## src/rtl/dfa_net_pkg.sv

```systemverilog
package dfa_net_pkg;
  localparam int unsigned DEF_SYM_W      = 2;
  localparam int unsigned DEF_NUM_STATES = 4;
  localparam int unsigned DEF_NUM_TRANS  = 6;
  localparam int unsigned DEF_INIT       = 0;

  // Example symbol codes
  localparam int unsigned SYM_A = 0;
  localparam int unsigned SYM_B = 1;
  localparam int unsigned SYM_C = 2;
  localparam int unsigned SYM_D = 3;

  typedef enum logic [1:0] {
    REC_WAIT = 2'd0,
    REC_HOLD = 2'd1,
    REC_SEND = 2'd2
  } rec_phase_e;
endpackage

```

## src/rtl/dfa_act_node.sv

```systemverilog
module dfa_act_node (
  input  logic clk,
  input  logic rst,
  input  logic load_i,
  input  logic set_i,
  output logic act_o
);
  // Two-state activation element: idle or active
  always_ff @(posedge clk) begin
    if (rst)         act_o <= 1'b0;
    else if (load_i) act_o <= set_i;
  end
endmodule

```

## src/rtl/dfa_sym_recognizer.sv

```systemverilog
module dfa_sym_recognizer
  import dfa_net_pkg::*;
#(
  parameter int unsigned SYM_W      = 2,
  parameter int unsigned NUM_STATES = 4,
  parameter int unsigned SRC        = 0,
  parameter int unsigned LABEL      = 0
) (
  input  logic [NUM_STATES-1:0] active_i,
  input  logic                  evt_valid_i,
  input  logic [SYM_W-1:0]      evt_sym_i,
  output logic                  fire_o
);
  localparam logic [SYM_W-1:0] LABEL_CODE = SYM_W'(LABEL);

  rec_phase_e phase;

  // Enabled (hold) while the source node is active; sends on a label match
  always_comb begin
    phase = REC_WAIT;
    if (active_i[SRC]) begin
      phase = REC_HOLD;
      if (evt_valid_i && (evt_sym_i == LABEL_CODE)) phase = REC_SEND;
    end
  end

  assign fire_o = (phase == REC_SEND);
endmodule

```

## src/rtl/dfa_net_top.sv

```systemverilog
module dfa_net_top
  import dfa_net_pkg::*;
#(
  parameter int unsigned SYM_W      = DEF_SYM_W,
  parameter int unsigned NUM_STATES = DEF_NUM_STATES,
  parameter int unsigned NUM_TRANS  = DEF_NUM_TRANS,
  parameter int unsigned INIT_STATE = DEF_INIT,
  parameter logic [NUM_STATES-1:0] FINAL_MASK = NUM_STATES'(8),
  parameter int unsigned TR_SRC [NUM_TRANS] = '{0, 0, 1, 2, 2, 3},
  parameter int unsigned TR_DST [NUM_TRANS] = '{1, 0, 2, 1, 3, 1},
  parameter int unsigned TR_SYM [NUM_TRANS] = '{SYM_A, SYM_C, SYM_B, SYM_A, SYM_C, SYM_A}
) (
  input  logic                  clk,
  input  logic                  rst,
  input  logic                  start_i,
  input  logic                  evt_valid_i,
  input  logic [SYM_W-1:0]      evt_sym_i,
  output logic                  accept_o,
  output logic                  dead_o,
  output logic [NUM_STATES-1:0] active_o
);
  logic [NUM_TRANS-1:0] fire;
  logic [NUM_TRANS-1:0] fire_final;
  logic                 any_active;
  logic                 evt_take;
  logic                 node_load;

  assign any_active = |active_o;
  assign evt_take   = evt_valid_i && any_active && !start_i;
  assign node_load  = start_i || evt_take;

  // One recognizer per labelled transition
  for (genvar t = 0; t < NUM_TRANS; t++) begin : g_trans
    dfa_sym_recognizer #(
      .SYM_W      (SYM_W),
      .NUM_STATES (NUM_STATES),
      .SRC        (TR_SRC[t]),
      .LABEL      (TR_SYM[t])
    ) u_rec (
      .active_i    (active_o),
      .evt_valid_i (evt_valid_i),
      .evt_sym_i   (evt_sym_i),
      .fire_o      (fire[t])
    );
    assign fire_final[t] = fire[t] && FINAL_MASK[TR_DST[t]];
  end

  // One activation node per automaton state
  for (genvar s = 0; s < NUM_STATES; s++) begin : g_node
    logic [NUM_TRANS-1:0] hits;
    logic                 set_in;
    for (genvar t = 0; t < NUM_TRANS; t++) begin : g_hit
      assign hits[t] = fire[t] && (TR_DST[t] == s);
    end
    assign set_in = start_i ? (s == INIT_STATE) : (|hits);
    dfa_act_node u_node (
      .clk    (clk),
      .rst    (rst),
      .load_i (node_load),
      .set_i  (set_in),
      .act_o  (active_o[s])
    );
  end

  always_ff @(posedge clk) begin
    if (rst)                   dead_o <= 1'b0;
    else if (start_i)          dead_o <= 1'b0;
    else if (evt_take && !(|fire)) dead_o <= 1'b1;
  end

  always_ff @(posedge clk) begin
    if (rst)          accept_o <= 1'b0;
    else if (start_i) accept_o <= FINAL_MASK[INIT_STATE];
    else              accept_o <= evt_take && (|fire_final);
  end
endmodule

```

## config.mk

```make
export PLATFORM = sky130hd
export DESIGN_NAME = dfa_net_top
export DESIGN_NICKNAME = d
export VERILOG_FILES = /design/src/rtl/dfa_net_pkg.sv /design/src/rtl/dfa_act_node.sv /design/src/rtl/dfa_sym_recognizer.sv /design/src/rtl/dfa_net_top.sv
export SDC_FILE = /design/constraint.sdc
export NUM_CORES = 1
export LEC_CHECK = 0
export ABC_CLOCK_PERIOD_IN_PS = 1850
export BUFFER_PORTS_ARGS = -buffer_cell sky130_fd_sc_hd__buf_4
export CAP_MARGIN = 5
export CORE_AREA = 10 10 47 49
export DETAILED_ROUTE_END_ITERATION = 12
export DIE_AREA = 0 0 57 59
export SETUP_SLACK_MARGIN = 0.3
export SKIP_LAST_GASP = 1
export SLEW_MARGIN = 20
export SYNTH_ARGS = -nofsm -noshare
export SYNTH_HDL_FRONTEND = slang
export SYNTH_HIERARCHICAL = 1
export SYNTH_SLANG_ARGS = --single-unit
```

## constraint.sdc

```tcl
create_clock -name clk -period 1.85 [get_ports clk]
set_input_delay 0.37 -clock clk [delete_from_list [all_inputs] [get_ports clk]]
set_output_delay 0.37 -clock clk [all_outputs]
set_load 0.05 [all_outputs]
```

# Yosys cells after proc, flatten, opt, wreduce, memory -nomap -nowiden
# Cells that the tools add are included.
dict set report totals {
  register_bits 6
  inputBits 6
  wordCells 42
}
dict set report op_classes {
  eq_ne 8
  muxes 13
  reduce_logical 15
}
# operator count
set ops {}
lappend ops {{$mux W2} 9}
lappend ops {{$eq A2 B2 Y1 const B} 7}
lappend ops {{$logic_and A1 B1 Y1} 7}
lappend ops {{$reduce_or A6 Y1} 1}
lappend ops {{$mux W1} 4}
lappend ops {{$reduce_or A4 Y1} 1}
lappend ops {{$reduce_or A3 Y1} 1}
lappend ops {{$eq A2 B1 Y1 const B} 1}
lappend ops {{$logic_not A1 Y1} 2}
lappend ops {{$logic_not A2 Y1} 1}
lappend ops {{$reduce_or A2 Y1} 1}
lappend ops {{$logic_or A1 B1 Y1} 1}

# Longest topological paths before layout
dict set report depth {
  word_depth 8
  depth_mapped 5
  depth_no_buf 5
}

# By module
# The synthesis kept the hierarchy.
# mod instances cells_per_inst area_per_inst_um2 seq_area_each_um2
set modules_own_cells {}
lappend modules_own_cells {dfa_act_node 4 3 33.8 20.0}
lappend modules_own_cells {dfa_net_top 1 14 113.9 40.0}
lappend modules_own_cells {{dfa_sym_recognizer at g_trans[0].u_rec ...} 3 1 12.5 0.0}
lappend modules_own_cells {{dfa_sym_recognizer at g_trans[1].u_rec ...} 3 1 10.0 0.0}

# Worst setup path after synthesis
# No wires, ideal clock.
dict set report synth_path {
  kind {register -> register}
  start {reg g_node[1].u_node.act_o}
  end {reg g_node[0].u_node.act_o}
  t_arrival_ns 1.450
  required_ns 1.734
  slack_ns 0.284
  stages_incl_launch_ff 5
  path_buffers 0
  synth_period_minus_slack_ns 1.566
  cell_sequence {dfxtp_1 -> o41a_1 -> or2_1 -> mux2i_1 -> nor2_1}
}
dict set report synth_between {
  elab_chain_cells 4
}
# element line
set synth_rtl {}
lappend synth_rtl {{from (decl)} dfa_act_node.sv:6} ;# output logic act_o
lappend synth_rtl {{from (signal assigned)} dfa_act_node.sv:11} ;# else if (load_i) act_o <= set_i;
lappend synth_rtl {{$reduce_or A4 Y1} dfa_net_top.sv:28} ;# assign any_active = |active_o;
lappend synth_rtl {{$logic_and A1 B1 Y1 (2 in a row)} dfa_net_top.sv:29} ;# assign evt_take = evt_valid_i && any_active && !start_i;
lappend synth_rtl {{$logic_or A1 B1 Y1} dfa_net_top.sv:30} ;# assign node_load = start_i || evt_take;
lappend synth_rtl {{net node_load} dfa_net_top.sv:26} ;# logic node_load;
lappend synth_rtl {{to (signal assigned)} dfa_act_node.sv:11}
lappend synth_rtl {{to (decl)} dfa_act_node.sv:6}
# The timed path passes the listed nets, and every way through them passes these cells.
# A chain may end at the register's enable or synchronous reset.

# Final worst setup path
dict set report layout_path {
  start {reg g_node[0].u_node.act_o}
  end {reg g_node[3].u_node.act_o}
}
dict set report layout_between {
  elab_chain_cells 4
}
# element line
set layout_rtl {}
lappend layout_rtl {{$reduce_or A4 Y1} dfa_net_top.sv:28}
lappend layout_rtl {{$logic_and A1 B1 Y1 (2 in a row)} dfa_net_top.sv:29}
lappend layout_rtl {{$logic_or A1 B1 Y1} dfa_net_top.sv:30}
lappend layout_rtl {{net node_load} dfa_net_top.sv:26}
lappend layout_rtl {{to (signal assigned)} dfa_act_node.sv:11}
lappend layout_rtl {{to (decl)} dfa_act_node.sv:6}
# The timed path passes the listed nets, and every way through them passes these cells.

==> run summary <==
The worst register-to-register path ends at g_node[3].u_node/act_o. The headroom to the max-slew limit was 0.8077; the static leakage was 0.2075 nW. The flow ran to the end, and the final reports show no timing, DRC or antenna violations. The number of vias per cell is 4.677, and the worst stage delay on the critical path is 0.43 ns.

The tools report the number of pins exceeding their max-slew limit in the final report as 0. The post-synthesis adder-cell area fraction works out to 0. The number of H-tree branching levels came out at 1. The filler cells instantiated in the layout total 159.

The proportion of synthesized chip area in sequential cells is 0.3794, and the highest attainable clock frequency is 710.0 MHz. The worst setup path is captured at a flip-flop. The logs give 13 for the distinct cell type count of the synthesized netlist and 14 for the number of placement rows. The floorplan step set the die height to 59 um. The number of synthesized register bits works out to 6. Number of buffers inserted by port buffering: 11.

Fraction of final layout cells sized beyond drive strength 1: 0.4565. Compound-gate portion of the synthesized area: 0.05534. Start-to-end type of the worst setup path: reg -> reg. Reg2reg setup slack: 0.44 ns.

The worst clock skew was 0.004209 ns; the number of buffer and inverter instances along the worst setup path was 0. Pin placement for this block handled 12 I/O pins. The power density over the cells was 663.5 mW/mm^2. The tools report the number of setup violations in the final report as 0. The main combinational cell family by area after synthesis is simple AND/OR/NAND/NOR gates. The tree built by TritonCTS fans out to 6 sinks.

For the pin with the worst max-slew slack, the measured transition is 0.2863 ns. The floorplan step defined a die boundary enclosing 0.003363 sq mm. The number of nets in the layout is 54, and the synthesis-to-finish area growth is 40.32%. After global routing the overflow that remains totals 0. Wire length per cell: 13.00 um. Counting every instance in the synthesized netlist gives 32.

For the starting utilization of the core area, the log shows 0.2259. The width of the die is 57 um. Traced cell by cell, the critical path runs through o41a_1 -> or2_1 -> mux2i_1 -> nor2_1.

In this run the worst path has a maximum fanout of 5. The XOR/XNOR share of the synthesized area works out to 0. Overall global routing resource usage: 0.05152. The first detailed-routing pass ran for 3 iterations. For the final count of hold timing violations, the log shows 0.

TritonCTS built the clock tree. The tools report the setup TNS as 0 ns. The congestion estimate from routability-driven global placement came to 0.6714. For this run, the number of Yosys warnings is 6. The tool flagged a number of max-cap violations equal to 0. The run gives 0 as the number of antenna violations at the first check in global routing.

The worst hold path belongs to the class in -> reg. The run gives 3 as the number of clock buffers inserted by TritonCTS. The worst min-delay path endpoint is g_node[0].u_node/act_o.

Dividing the synthesized area by the synthesized cell count gives 9.892 sq um. In the final layout, the multi-input gates occupy 196.4 sq um. Logic depth of the worst path, buffers included: 4.

The required time of the critical path was 1.98 ns. Entering global routing, the biggest net connects 9 pins. Counting along the longest clock path gives a buffer depth of 2. The depth of the worst register-to-register path was 4; the via count was 290.

The worst hold path passes through 2 cells. The worst register-to-register path begins at g_node[0].u_node/act_o. Count of unresolved DRC violations after routing: 0. The area occupied by registers is 122.6 sq um. The run gives 219.1 uV as the worst IR drop on VDD.

The slowest stage of the critical path belongs to the cell sky130_fd_sc_hd__o41a_1. The detail route stage leaves a number of antenna-violating nets equal to 0. Fraction of the cycle the final worst path needs: 0.7614. After clock tree synthesis, the setup repair step added 0 buffers.

Via count of the first global-routing pass: 294. The worst hold path startpoint was rst. The tools report the total wirelength of the detailed-routed design as 806 um. Total power for the finished layout comes to 0.0002947 W. The share of synthesized cell area in and, or, nand and nor gates is 0.4387, and the wire length of the first global-routing pass is 1331 um. The area of the core region is 0.001401 sq mm.

The family with the most delay on the worst path is compound AO/OA/AOI/OAI gates. For the worst-skew pair, the clock arrives at the later sink with an insertion delay of 0.24 ns. After clock tree synthesis, the repair step resized 0 gates. At the worst endpoint, the arrival time is 1.54 ns. The HPWL after detailed placement is 621.8 um.

For this design, the CTS-stage hold fixing added 0 buffers. After synthesis the cells add up to 316.6 sq um. The first routing iteration left 4 violations. The sort of element at the start of the critical path is a flip-flop.

Final hold analysis gives a worst-case slack of 0.3216 ns. CTS placed an instance of sky130_fd_sc_hd__clkbuf_4 at the clock tree root. The repair_antennas step left the layout with diodes totalling 0. The mux contribution to synthesized area came out at 0.1265.

The final period demand of the worst path was 1.409 ns. The logs give 0.3170 for the final design utilization and 38 for the total nets after synthesis. Setup repair after global routing left no endpoint under its margin. The clock transition at the register clock pins on the worst setup and hold paths after CTS is 0.05 ns.
==> cell families (layout without fill, tap and decap cells) <==
logic type	after synthesis	in the layout
muxes	4	4
and+or+nand+nor	20	20
AOI/OAI and AO/OA	2	2
DFF	6	6
buffers and inverters	0	14
==> layer usage <==
metal	track usage	vias up	routed length, um
met5	0	-	0
met4	0.01007	0	0
met3	0.05150	0	84
met2	0.07132	8	363
met1	0.05489	129	359
li1	-	153	-
==> cell usage in the layout (no fill, tap or decap), drive strengths merged <==
master	netlist	final
mux2i	4	4
dfxtp	6	6
nor2b	2	2
and4b	3	3
nor2	6	6
nor3	2	2
buf	0	11
or2	2	2
nor4	1	1
o41a	1	1
a31oi	1	1
and3	1	1
clkbuf	0	3
and4bb	3	3
==> per-stage QoR <==
stage / cells / setup slack [ns] / area, sq um
after floorplan: 32 / 0.3271 / 319.1
after global placement: 59 / 0.4220 / 421.7
after detailed placement: 59 / 0.4563 / 421.7
after CTS: 62 / 0.4396 / 444.2
after global routing: 62 / 0.3593 / 444.2
final: 62 / 0.4415 / 444.2
==> report_power, final <==
part | switching (W) | internal [W] | total [W]
combinational | 0.0000209 | 0.0000189 | 0.0000398
sequential | 0.00000232 | 0.000132 | 0.000134
clock | 0.0000472 | 0.0000734 | 0.000121
total | 0.0000704 | 0.000224 | 0.000295
==> layout make-up <==
class | count | area share
Timing Repair Buffer | 11 | 0.1859
Sequential cell | 6 | 0.2761
Multi-Input combinational cell | 26 | 0.4423
Clock buffer | 3 | 0.05070
Tap cell | 16 | 0.04507
==> Yosys cell counts <==
cell	instances	area, sq um
sky130_fd_sc_hd__a31oi_1	1	6.260
sky130_fd_sc_hd__and3_2	1	7.510
sky130_fd_sc_hd__and4b_1	3	30.03
sky130_fd_sc_hd__and4bb_2	3	37.54
sky130_fd_sc_hd__dfxtp_1	6	120.1
sky130_fd_sc_hd__mux2i_1	4	40.04
sky130_fd_sc_hd__nor2_1	6	22.52
sky130_fd_sc_hd__nor2b_1	2	12.51
sky130_fd_sc_hd__nor3_1	2	10.01
sky130_fd_sc_hd__nor4_1	1	6.260
sky130_fd_sc_hd__o41a_1	1	11.26
sky130_fd_sc_hd__or2_1	1	6.260
sky130_fd_sc_hd__or2_2	1	6.260
==> sequential cells by signal (all words and copies together) (netlist names) <==
| name | count |
|---|---|
| dead_o | 1 |
| g_node.u_node/act_o | 4 |
| accept_o | 1 |
==> worst max-delay path by stage <==
stage                     slack [ns]                   start                      to
final                           0.44  g_node[0].u_node/act_o  g_node[3].u_node/act_o
after global routing            0.36  g_node[0].u_node/act_o  g_node[1].u_node/act_o
after CTS                       0.44  g_node[0].u_node/act_o  g_node[3].u_node/act_o
after detailed placement        0.46  g_node[1].u_node/act_o  g_node[3].u_node/act_o
after global placement          0.42  g_node[0].u_node/act_o  g_node[2].u_node/act_o
after floorplan                 0.33  g_node[3].u_node/act_o  g_node[2].u_node/act_o
(Power assumes the default switching activity.)
